<file path="config.mk">
export PLATFORM = sky130hd
export DESIGN_NAME = pirq_router
export DESIGN_NICKNAME = d
export VERILOG_FILES = /design/src/rtl/pirq_pkg.sv /design/src/rtl/pirq_slot_map.sv /design/src/rtl/pirq_route_regs.sv /design/src/rtl/pirq_level_map.sv /design/src/rtl/pirq_router.sv
export SDC_FILE = /design/constraint.sdc
export NUM_CORES = 1
export LEC_CHECK = 0
export BUFFER_PORTS_ARGS = -buffer_cell sky130_fd_sc_hd__buf_2
export CORE_MARGIN = 5
export CORE_UTILIZATION = 33
export CTS_CLUSTER_SIZE = 14
export DETAILED_ROUTE_END_ITERATION = 12
export GPL_ROUTABILITY_DRIVEN = 0
export PLACE_DENSITY = 0.61
export SLEW_MARGIN = 20
export SYNTH_ARGS = -nofsm -noshare
export SYNTH_HDL_FRONTEND = slang
export SYNTH_SLANG_ARGS = --single-unit
export TNS_END_PERCENT = 20
</file>
<file path="constraint.sdc">
create_clock -name clk -period 3.2 [get_ports clk]
set_input_delay 0 -clock clk [delete_from_list [all_inputs] [get_ports clk]]
set_output_delay 0 -clock clk [all_outputs]
set_load 0.02 [all_outputs]
</file>
<file path="src/rtl/pirq_pkg.sv">
package pirq_pkg;
    localparam int PIRQ_N     = 4;
    localparam int PIC_N      = 16;
    localparam int ROUTE_W    = 8;
    localparam int MAP_W      = PIRQ_N * PIC_N;
    localparam logic [7:0] ROUTE_BASE = 8'h60;
    localparam logic [7:0] ROUTE_RESET = 8'h80;
endpackage

</file>
<file path="src/rtl/pirq_slot_map.sv">
module pirq_slot_map #(
    parameter int N_PIRQ = pirq_pkg::PIRQ_N,
    localparam int IDX_W = $clog2(N_PIRQ)
) (
    input  logic [7:0]       devfn,
    input  logic [IDX_W-1:0] pin,
    output logic [IDX_W-1:0] pirq
);
    logic [4:0]       slot;
    logic [IDX_W-1:0] slot_lo;

    always_comb begin
        slot    = devfn[7:3];
        slot_lo = slot[IDX_W-1:0];
        // modulo wrap comes from the narrow result width
        pirq    = pin + slot_lo - IDX_W'(1);
    end

    always_comb begin
        if (devfn[7:3] == 5'd1) begin
            AST_SLOT1_IDENTITY: assert (pirq == pin);
        end
    end
endmodule

</file>
<file path="src/rtl/pirq_route_regs.sv">
module pirq_route_regs #(
    parameter int         N_PIRQ = pirq_pkg::PIRQ_N,
    parameter logic [7:0] BASE   = pirq_pkg::ROUTE_BASE,
    localparam int        RW     = pirq_pkg::ROUTE_W,
    localparam int        DW     = N_PIRQ * RW
) (
    input  logic              clk,
    input  logic              rst_n,
    input  logic              wr,
    input  logic [7:0]        addr,
    input  logic [N_PIRQ-1:0] be,
    input  logic [DW-1:0]     wdata,
    output logic [DW-1:0]     route_q_o,
    output logic [DW-1:0]     route_d_o,
    output logic [DW-1:0]     rdata
);
    typedef struct packed {
        logic [DW-1:0] route;
    } regs_t;

    regs_t st_d, st_q;
    logic  hit;

    always_comb begin
        hit  = (addr[7:2] == BASE[7:2]);
        st_d = st_q;
        if (wr && hit) begin
            for (int i = 0; i < N_PIRQ; i++) begin
                if (be[i]) st_d.route[i*RW +: RW] = wdata[i*RW +: RW];
            end
        end
        rdata = hit ? st_q.route : '0;
    end

    always_ff @(posedge clk) begin
        if (!rst_n) st_q.route <= {N_PIRQ{pirq_pkg::ROUTE_RESET}};
        else        st_q       <= st_d;
    end

    assign route_q_o = st_q.route;
    assign route_d_o = st_d.route;

    AST_MISS_KEEPS_ROUTE: assert property (@(posedge clk) disable iff (!rst_n)
        !(wr && hit) |=> $stable(route_q_o));

    generate
        for (genvar g = 0; g < N_PIRQ; g++) begin : g_lane
            AST_LANE_MASKED: assert property (@(posedge clk) disable iff (!rst_n)
                !be[g] |=> $stable(route_q_o[g*RW +: RW]));
        end
    endgenerate
endmodule

</file>
<file path="src/rtl/pirq_level_map.sv">
module pirq_level_map #(
    parameter int  N_PIRQ = pirq_pkg::PIRQ_N,
    parameter int  N_PIC  = pirq_pkg::PIC_N,
    localparam int RW     = pirq_pkg::ROUTE_W,
    localparam int MW     = N_PIRQ * N_PIC
) (
    input  logic                 clk,
    input  logic                 rst_n,
    input  logic [N_PIRQ*RW-1:0] route_next,
    input  logic [N_PIRQ-1:0]    pirq_lvl,
    output logic [N_PIC-1:0]     pic_lvl
);
    typedef struct packed {
        logic [MW-1:0] map;
    } map_st_t;

    map_st_t st_d, st_q;

    always_comb begin
        st_d.map = '0;
        for (int p = 0; p < N_PIRQ; p++) begin
            for (int k = 0; k < N_PIC; k++) begin
                if (pirq_lvl[p] && (32'(route_next[p*RW +: RW]) == k))
                    st_d.map[k*N_PIRQ + p] = 1'b1;
            end
        end
    end

    always_ff @(posedge clk) begin
        if (!rst_n) st_q.map <= '0;
        else        st_q     <= st_d;
    end

    generate
        for (genvar k = 0; k < N_PIC; k++) begin : g_pic
            assign pic_lvl[k] = |st_q.map[k*N_PIRQ +: N_PIRQ];
        end
    endgenerate

    logic [N_PIC-1:0] col [N_PIRQ];
    always_comb begin
        for (int p = 0; p < N_PIRQ; p++)
            for (int k = 0; k < N_PIC; k++)
                col[p][k] = st_q.map[k*N_PIRQ + p];
    end

    generate
        for (genvar p = 0; p < N_PIRQ; p++) begin : g_col
            AST_LINE_ONE_TARGET: assert property (@(posedge clk) disable iff (!rst_n)
                $onehot0(col[p]));
            AST_DETACHED_SILENT: assert property (@(posedge clk) disable iff (!rst_n)
                (route_next[p*RW +: RW] >= RW'(N_PIC)) |=> (col[p] == '0));
        end
    endgenerate
endmodule

</file>
<file path="src/rtl/pirq_router.sv">
module pirq_router #(
    parameter int  N_PIRQ = pirq_pkg::PIRQ_N,
    parameter int  N_PIC  = pirq_pkg::PIC_N,
    localparam int RW     = pirq_pkg::ROUTE_W,
    localparam int IDX_W  = $clog2(N_PIRQ)
) (
    input  logic                 clk,
    input  logic                 rst_n,
    input  logic                 cfg_wr,
    input  logic [7:0]           cfg_addr,
    input  logic [N_PIRQ-1:0]    cfg_be,
    input  logic [N_PIRQ*RW-1:0] cfg_wdata,
    output logic [N_PIRQ*RW-1:0] cfg_rdata,
    input  logic [N_PIRQ-1:0]    pirq_lvl,
    output logic [N_PIC-1:0]     pic_lvl,
    input  logic [7:0]           slot_devfn,
    input  logic [IDX_W-1:0]     slot_pin,
    output logic [IDX_W-1:0]     slot_pirq
);
    logic [N_PIRQ*RW-1:0] route_q;
    logic [N_PIRQ*RW-1:0] route_d;

    pirq_route_regs #(.N_PIRQ(N_PIRQ)) i_regs (
        .clk       (clk),
        .rst_n     (rst_n),
        .wr        (cfg_wr),
        .addr      (cfg_addr),
        .be        (cfg_be),
        .wdata     (cfg_wdata),
        .route_q_o (route_q),
        .route_d_o (route_d),
        .rdata     (cfg_rdata)
    );

    pirq_level_map #(.N_PIRQ(N_PIRQ), .N_PIC(N_PIC)) i_map (
        .clk        (clk),
        .rst_n      (rst_n),
        .route_next (route_d),
        .pirq_lvl   (pirq_lvl),
        .pic_lvl    (pic_lvl)
    );

    pirq_slot_map #(.N_PIRQ(N_PIRQ)) i_slot (
        .devfn (slot_devfn),
        .pin   (slot_pin),
        .pirq  (slot_pirq)
    );

    AST_QUIET_LINES_QUIET_OUTPUT: assert property (@(posedge clk) disable iff (!rst_n)
        (pirq_lvl == '0) |=> (pic_lvl == '0));
    AST_OUTPUT_NEEDS_SOURCE: assert property (@(posedge clk) disable iff (!rst_n)
        ($countones(pic_lvl) <= N_PIRQ));
endmodule

</file>
==> metrics.md, run 1 <==
| Metric | Value |
|---|---|
| Max frequency | `483 MHz` |
| Initial antenna violation count | `0` |
| Crit path capture type | `flop` |
| Pre-CTS WS | `1.07 ns` |
| Multiplexer share of the synthesized area | `3.52%` |
| Pleak | `0.00233 uW` |
| Worst path required time | `3.47 ns` |
| Family with the most delay on the worst path | `compound AO/OA/AOI/OAI gates` |
| Distinct cells, synth | `51` |
| Post_cts resized | `0` |
| Total Nets Final | `652` |
| # hold bufs at CTS | `27` |
| CP Launch Type | `flop` |
| Cell taking the most area after synthesis | `dfxtp_1` |
| Yosys top cell area share | `46.2%` |
| Critical Setup Path Class | `reg2reg` |
| Drt wl/cell | `16.2 um` |
| Layout cell share with drive strength beyond 1 | `24.9%` |
| Clock root buffer | `clkbuf_16` |
| Vias | `4,010` |
| CTS sink count | `96` |
| Worst Tran Pin Value | `0.724 ns` |
| Post-synthesis adder-cell area fraction | `0.301%` |
| Hold Crit Class | `in2reg` |
| Max_cap viols | `0` |
| Sequential area share after synthesis | `46.2%` |
| Chip width | `122 um` |
| WP buf/inv | `0` |
| Average size of a mapped cell | `8.90 sq um` |
| Core Box Area | `12,500 sq um` |
| Maximum vdd drop | `0.219 mV` |
| Fill count | `1,252` |
| Synth Area in Simple Gates | `34.3%` |
| CP max FO | `4` |
| Clock transition at path regs | `0.07 ns` |
| Synth Area in XOR/XNOR | `0.421%` |
| Mapped cell area | `4160 sq um` |
| CTS buffer count | `9` |
| Final WS setup | `1.13 ns` |
| # diodes | `0` |
| ANT nets after route | `0` |
| Post-synth net total | `529` |
| Avg Vias per Cell | `5.23` |
| Tot GR Track Use | `17.0%` |
| Die height | `122 um` |
| Final Hold Viols | `0` |
| Syn Inst Count | `467` |
| Most frequent cells in the layout | `buf_2, dfxtp_1, nand2_1` |
| Final Skew | `0.00611 ns` |
| Ys Warns | `0` |
| Fin Setup TNS | `0 ns` |
| Max stage delay on crit path | `0.58 ns` |
| Synthesis-to-layout area growth | `30.0%` |
| Final Slew Violations | `0` |
| Synth area leaders | `dfxtp_1, nand2_1, and3_1` |
| Post-Route WL | `12.4 mm` |
| CP Cell Sequence | `or4_1, a2111oi_0, a22oi_1, nor2_1` |
| Fin crit share | `64.7%` |
| Largest net degree at the start of global routing | `35` |
| Min Tclk post-route | `2.07 ns` |
| Crit-path slowest cell | `or4_1` |
| # rows | `41` |
| Port buffer count | `102` |
| Boundary Pins | `111` |
| Post-synth EDFFs | `0` |
| Main combinational cell family by area after synthesis | `simple AND/OR/NAND/NOR gates` |
| Final Setup Violations | `0` |
| Post-CTS Setup Bufs | `0` |
| CP arrival | `2.34 ns` |
| RSZ-0062 raised after global routing | `no` |
| Drt drc | `0` |
| Post-synthesis compound-gate area fraction | `11.2%` |
| Detail Placement HPWL | `9.19 mm` |
| Number of global-route vias before repair | `3,962` |
| Worst slew margin | `50.4%` |
| Commonest non-fill, non-tap cell in the layout | `buf_2` |
| Status | `finished clean` |
| DIE AREA | `14,900 sq um` |
| Worst-Skew Late Latency | `0.34 ns` |
| # H-tree levels | `3` |
| Asr flop ratio synth | `0%` |
| DR iter-0 viols | `222` |
| Global-route wire length before repair | `20.1 mm` |
| Initial core utilization | `33.3%` |
| Gr ovfl total | `0` |
| Clock buffer depth | `2` |
| CTS tree | `done` |
| #FFs+latches synth | `96` |
| DR pass1 iterations | `4` |
| Power per cell area | `452 nW/um^2` |
| Ys flop type | `dfxtp_1` |
## area by class of cell
type / count / area (sq um) / share of cell area (%)
Clock buffer: 9 / 225 / 4.17
Inverter: 17 / 63.8 / 1.18
Multi-Input combinational cell: 332 / 2080 / 38.5
Timing Repair Buffer: 134 / 818 / 15.1
Tap cell: 172 / 215 / 3.98
Clock inverter: 7 / 80.1 / 1.48
Sequential cell: 96 / 1920 / 35.6
## flip-flops by register name, indices dropped and copies added (netlist names)
register,flops
i_map.st_q,64
i_regs.route_q_o,32
## synthesized netlist by cell type (7+ instances only)
cell type / count
nor4_1: 30
nand3_1: 10
and3_1: 32
or4_1: 21
nor2_1: 36
a31oi_1: 7
nand2_1: 61
nor3_1: 15
dfxtp_1: 96
a21oi_1: 15
a21boi_0: 19
inv_1: 17
clkbuf_1: 15
## cell families after synthesis
family	after synthesis
buffers and inverters	39
xor gates and xnor gates	2
AOI/OAI and AO/OA	67
and+or+nand+nor	249
DFF	96
muxes	13
adders and majority gates	1
## routing by layer
layer / track usage (%) / part of all wire, % / vias up / wire [um]
met5: 0 / 0 / - / 0
met4: 6.37 / 2.3 / 0 / 289
met3: 2.72 / 6.5 / 22 / 808
met2: 28.0 / 47 / 162 / 5900
met1: 22.6 / 44 / 1881 / 5430
li1: - / - / 1945 / -
## per-stage QoR
step	utilization, %	power, uW	cells	cell area [sq um]	hold slack (ns)
2_1_floorplan	-	1280	467	4160	0.124
3_3_place_gp	38.7	1340	724	4830	0.231
3_5_place_dp	38.7	1350	724	4830	0.225
4_1_cts	43.3	2460	767	5400	0.00286
5_1_grt	43.3	2530	767	5400	0.0146
6_report	43.3	2440	767	5400	0.0200
## final timing paths
| path | cells past startpoint | end | start | slack [ns] |
|---|---|---|---|---|
| worst min register to register | 2 | i_regs.route_q_o[12]$_SDFF_PN0_ | i_regs.route_q_o[12]$_SDFF_PN0_ | 0.47 |
| worst max register to register | 4 | i_map.st_q[21]$_SDFF_PN0_ | i_regs.route_q_o[12]$_SDFF_PN0_ | 1.13 |
| worst max-delay path | 4 | i_map.st_q[21]$_SDFF_PN0_ | i_regs.route_q_o[12]$_SDFF_PN0_ | 1.13 |
| worst min-delay path | 2 | i_regs.route_q_o[27]$_SDFF_PN0_ | rst_n | 0.02 |
## report_power, final
part / switching [uW] / leakage, uW / internal (uW)
logic: 81.8 / 0.00141 / 68.6
registers: 0.911 / 0.000773 / 1190
clock network: 481 / 0.000148 / 615
total: 564 / 0.00233 / 1880
Power figures use the tool's default switching activity.
==> run 2, diff against run 1 <==
--- a/config.mk
+++ b/config.mk
@@ -11,7 +11,7 @@
 export CTS_CLUSTER_SIZE = 14
 export DETAILED_ROUTE_END_ITERATION = 12
 export GPL_ROUTABILITY_DRIVEN = 0
-export PLACE_DENSITY = 0.61
+export PLACE_DENSITY = 0.63
 export SLEW_MARGIN = 20
 export SYNTH_ARGS = -nofsm -noshare
 export SYNTH_HDL_FRONTEND = slang
==> constraint.sdc (replaced) <==
create_clock -name clk -period 1.8 [get_ports clk]
set_input_delay 0 -clock clk [delete_from_list [all_inputs] [get_ports clk]]
set_output_delay 0 -clock clk [all_outputs]
set_load 0.02 [all_outputs]
==> metrics.md, run 2 (same netlist as run 1, synthesis figures left out) <==
| Metric | Value |
|---|---|
| Clock root buffer | `clkbuf_16` |
| Final Slew Violations | `0` |
| Detail Placement HPWL | `9.73 mm` |
| Avg Vias per Cell | `5.22` |
| Worst path required time | `2.06 ns` |
| CP max FO | `3` |
| Initial antenna violation count | `0` |
| Power per cell area | `804 nW/um^2` |
| DR iter-0 viols | `321` |
| Gr ovfl total | `0` |
| CTS buffer count | `9` |
| Largest net degree at the start of global routing | `36` |
| Pleak | `0.00248 uW` |
| Fin crit share | `95.4%` |
| Final Setup Violations | `0` |
| Final Skew | `0.00647 ns` |
| Hold Crit Class | `in2reg` |
| ANT nets after route | `0` |
| Family with the most delay on the worst path | `simple AND/OR/NAND/NOR gates` |
| Crit path capture type | `flop` |
| Min Tclk post-route | `1.72 ns` |
| # rows | `41` |
| Port buffer count | `102` |
| Total Power | `4600 uW` |
| Core Box Area | `12,500 sq um` |
| Status | `finished clean` |
| Initial core utilization | `33.3%` |
| Boundary Pins | `111` |
| WP buf/inv | `0` |
| Max_cap viols | `0` |
| Final WS setup | `0.0834 ns` |
| Number of global-route vias before repair | `4,019` |
| CP Launch Type | `flop` |
| CP Cell Sequence | `or4_1, nor4_1, nand3_1, a21oi_1` |
| Drt drc | `0` |
| Hold_ws | `0.0367 ns` |
| Max frequency | `583 MHz` |
| Max stage delay on crit path | `0.58 ns` |
| Drt wl/cell | `16.5 um` |
| Tot GR Track Use | `17.6%` |
| Commonest non-fill, non-tap cell in the layout | `buf_2` |
| Critical Setup Path Class | `reg2reg` |
| CTS tree | `done` |
| Layout Cells excl Fill | `793` |
| Final core occ | `45.9%` |
| Maximum vdd drop | `0.395 mV` |
| Clock transition at path regs | `0.06 ns` |
| Pre-CTS WS | `-0.117 ns` |
| Chip width | `122 um` |
| Vias | `4,139` |
| Crit-path slowest cell | `or4_1` |
| Largest register FFs | `64` |
| Cells after DPL | `749` |
| DIE AREA | `14,900 sq um` |
| DR pass1 iterations | `5` |
| CTS sink count | `96` |
| # diodes | `0` |
| Layout cell share with drive strength beyond 1 | `29.0%` |
| Most frequent cells in the layout | `buf_2, dfxtp_1, nand2_1` |
| Worst Tran Pin Value | `0.695 ns` |
| Post-Route WL | `13.1 mm` |
| Worst-Skew Late Latency | `0.34 ns` |
| Worst slew margin | `52.3%` |
| Total Nets Final | `678` |
| Global-route wire length before repair | `20.8 mm` |
| Clock buffer depth | `2` |
| Die height | `122 um` |
| CP arrival | `1.97 ns` |
| # H-tree levels | `3` |
| Register with the most flip-flops | `i_map.st_q` |
| Final Hold Viols | `0` |
| Synthesis-to-layout area growth | `37.6%` |
run 2: per-layer routing:
metal,share of wire (%),GRT usage [%],vias up
met2,47,28.7,161
met3,6.6,2.86,18
met1,44,23.5,1962
met4,2.2,6.65,0
li1,-,-,1998
met5,0,0,-
run 2: repair_timing:
action,CTS,global route
endpoints found under the setup margin,1,22
hold endpoints to repair,26,0
setup buffers,0,0
gates resized for setup,1,11
hold buffers,28,0
pin swaps,0,1
run 2: final timing paths:
| kind | from | endpoint | slack, ns | cells past startpoint |
|---|---|---|---|---|
| hold reg to reg | i_regs.route_q_o[4]$_SDFF_PN0_ | i_regs.route_q_o[4]$_SDFF_PN0_ | 0.47 | 2 |
| hold / removal | rst_n | i_regs.route_q_o[27]$_SDFF_PN0_ | 0.04 | 2 |
| setup / recovery | i_regs.route_q_o[30]$_SDFF_PN0_ | i_map.st_q[35]$_SDFF_PN0_ | 0.08 | 4 |
| setup reg to reg | i_regs.route_q_o[30]$_SDFF_PN0_ | i_map.st_q[35]$_SDFF_PN0_ | 0.08 | 4 |
run 2: cell type report:
class | instances | area (sq um)
fillers | 1177 | 6750
multi-input cells | 332 | 2140
flip-flops and latches | 96 | 1920
repair buffers | 160 | 1040
clock buffers | 10 | 229
well taps | 172 | 215
clock inverters | 6 | 113
inverters | 17 | 63.8
run 2: stage by stage:
stage,area [sq um],TNS [ns]
final,5720,0
after global routing,5720,-0.0203
after floorplan,4160,0
after CTS,5660,0
after global placement,5040,-0.0124
after detailed placement,5040,-0.152
run 2: report_power, final:
group | total, uW | switching [uW] | internal [uW]
logic | 286 | 153 | 133
registers | 2130 | 1.76 | 2120
clock network | 2180 | 817 | 1370
==> run 3, diff against run 2 <==
--- a/config.mk
+++ b/config.mk
@@ -11,7 +11,7 @@
 export CTS_CLUSTER_SIZE = 14
 export DETAILED_ROUTE_END_ITERATION = 12
 export GPL_ROUTABILITY_DRIVEN = 0
-export PLACE_DENSITY = 0.63
+export PLACE_DENSITY = 0.61
 export SLEW_MARGIN = 20
 export SYNTH_ARGS = -nofsm -noshare
 export SYNTH_HDL_FRONTEND = slang
==> constraint.sdc (replaced) <==
create_clock -name clk -period 2.09 [get_ports clk]
set_input_delay 0 -clock clk [delete_from_list [all_inputs] [get_ports clk]]
set_output_delay 0 -clock clk [all_outputs]
set_load 0.02 [all_outputs]
==> metrics.md, run 3 (same netlist as run 1, synthesis figures left out) <==
| Metric | Value |
|---|---|
| Post-Route WL | `12.5 mm` |
| Gr ovfl total | `0` |
| Final Slew Violations | `0` |
| Pre-CTS WS | `0.0931 ns` |
| Fin crit share | `92.6%` |
| Chip width | `122 um` |
| Total Nets Final | `665` |
| Boundary Pins | `111` |
| Worst Tran Pin Value | `0.674 ns` |
| CTS sink count | `96` |
| Pleak | `0.00239 uW` |
| Tot GR Track Use | `17.3%` |
| Global-route wire length before repair | `20.4 mm` |
| Clock transition at path regs | `0.06 ns` |
| Most frequent cells in the layout | `buf_2, dfxtp_1, nand2_1` |
| Final Skew | `0.00793 ns` |
| CP arrival | `2.20 ns` |
| Drt drc | `0` |
| Clock root buffer | `clkbuf_16` |
| Max_cap viols | `0` |
| Final Hold Viols | `0` |
| Largest register FFs | `64` |
| Initial core utilization | `33.3%` |
| ANT nets after route | `0` |
| Crit path capture type | `flop` |
| Fill count | `1,253` |
| Vias | `4,040` |
| Drt wl/cell | `16.1 um` |
| Commonest non-fill, non-tap cell in the layout | `buf_2` |
| Core Box Area | `12,500 sq um` |
| Maximum vdd drop | `0.310 mV` |
| Worst path required time | `2.36 ns` |
| DIE AREA | `14,900 sq um` |
| Status | `finished clean` |
| Port buffer count | `102` |
| # H-tree levels | `3` |
| Total Power | `3630 uW` |
| Final Setup Violations | `0` |
| # rows | `41` |
| Hold_ws | `0.0346 ns` |
| Critical Setup Path Class | `in2reg` |
| RSZ-0062 raised after global routing | `no` |
| DR iter-0 viols | `235` |
| Worst-Skew Late Latency | `0.34 ns` |
| Number of global-route vias before repair | `4,011` |
| Final WS setup | `0.155 ns` |
| Worst slew margin | `53.8%` |
| # diodes | `0` |
| Design area | `5470 sq um` |
| Layout cell share with drive strength beyond 1 | `26.6%` |
| Register with the most flip-flops | `i_map.st_q` |
| Avg Vias per Cell | `5.19` |
| Post-detailed-placement cell area | `4930 sq um` |
| Detail Placement HPWL | `9.52 mm` |
| CTS tree | `done` |
| Clock buffer depth | `2` |
| CP max FO | `3` |
| Power per cell area | `664 nW/um^2` |
| Initial antenna violation count | `0` |
| Hold Crit Class | `in2reg` |
| DR pass1 iterations | `5` |
| Fin Setup TNS | `0 ns` |
| CP Launch Type | `input port` |
| CTS buffer count | `9` |
| Largest net degree at the start of global routing | `33` |
| Synthesis-to-layout area growth | `31.7%` |
| Max frequency | `517 MHz` |
| Min Tclk post-route | `1.93 ns` |
| Post-CTS Setup Bufs | `0` |
| Die height | `122 um` |
[run 3: cell count changes in the layout (fill, tap and decap cells not counted), sizes merged]
cell	previous run	this run
buf	132	121
clkinv	1	4
bufinv	3	1
dlygate4sd3	28	26
inv	19	17
clkbuf	10	9
[run 3: through the flow]
step	instances	utilization [%]
floorplan	467	-
global placement	738	39.6
detailed placement	738	39.6
CTS	778	43.9
global route	778	43.9
finish	778	43.9
[run 3: cell type report]
cell class,count,area (sq um),share of cell area [%]
clock buffer,9,225,4.11
multi-input combinational,332,2080,38.1
timing repair buffer,147,913,16.7
clock inverter,5,50.0,0.914
inverter,17,63.8,1.17
tap,172,215,3.93
sequential,96,1920,35.1
[run 3: path summary, 6_finish.rpt]
| kind | startpoint | endpoint | slack (ns) | cells after the start |
|---|---|---|---|---|
| hold / removal | cfg_wdata[24] | i_regs.route_q_o[24]$_SDFF_PN0_ | 0.03 | 3 |
| setup / recovery | cfg_wdata[30] | i_map.st_q[11]$_SDFF_PN0_ | 0.16 | 6 |
| hold reg to reg | i_regs.route_q_o[28]$_SDFF_PN0_ | i_regs.route_q_o[28]$_SDFF_PN0_ | 0.48 | 2 |
| setup reg to reg | i_regs.route_q_o[12]$_SDFF_PN0_ | i_map.st_q[17]$_SDFF_PN0_ | 0.28 | 4 |
[run 3: critical path, cell delays in order]
cell and delay [ns]:
dlygate4sd3_1 0.55, buf_2 0.14, or4_4 0.55, or3_1 0.32, or4_1 0.46, a21oi_1 0.17
[run 3: metal layers]
layer  vias up  part of all wire [%]  GRT usage, %
met5         -                     0             0
met2       135                    48          28.3
met1      1919                    44          22.6
met4         0                   2.1          6.72
li1       1964                     -             -
met3        22                   5.5          3.04
[run 3: repair_timing]
item | CTS | global route
resized for setup | 0 | 2
endpoints found under the hold margin | 26 | 0
endpoints found under the setup margin | 0 | 8
hold buffers | 26 | 0
[run 3: power breakdown]
group	internal [uW]	leakage, uW	switching, uW
logic	109	0.00148	126
clock network	905	0.000141	662
registers	1830	0.000773	1.45
total	2840	0.00239	790
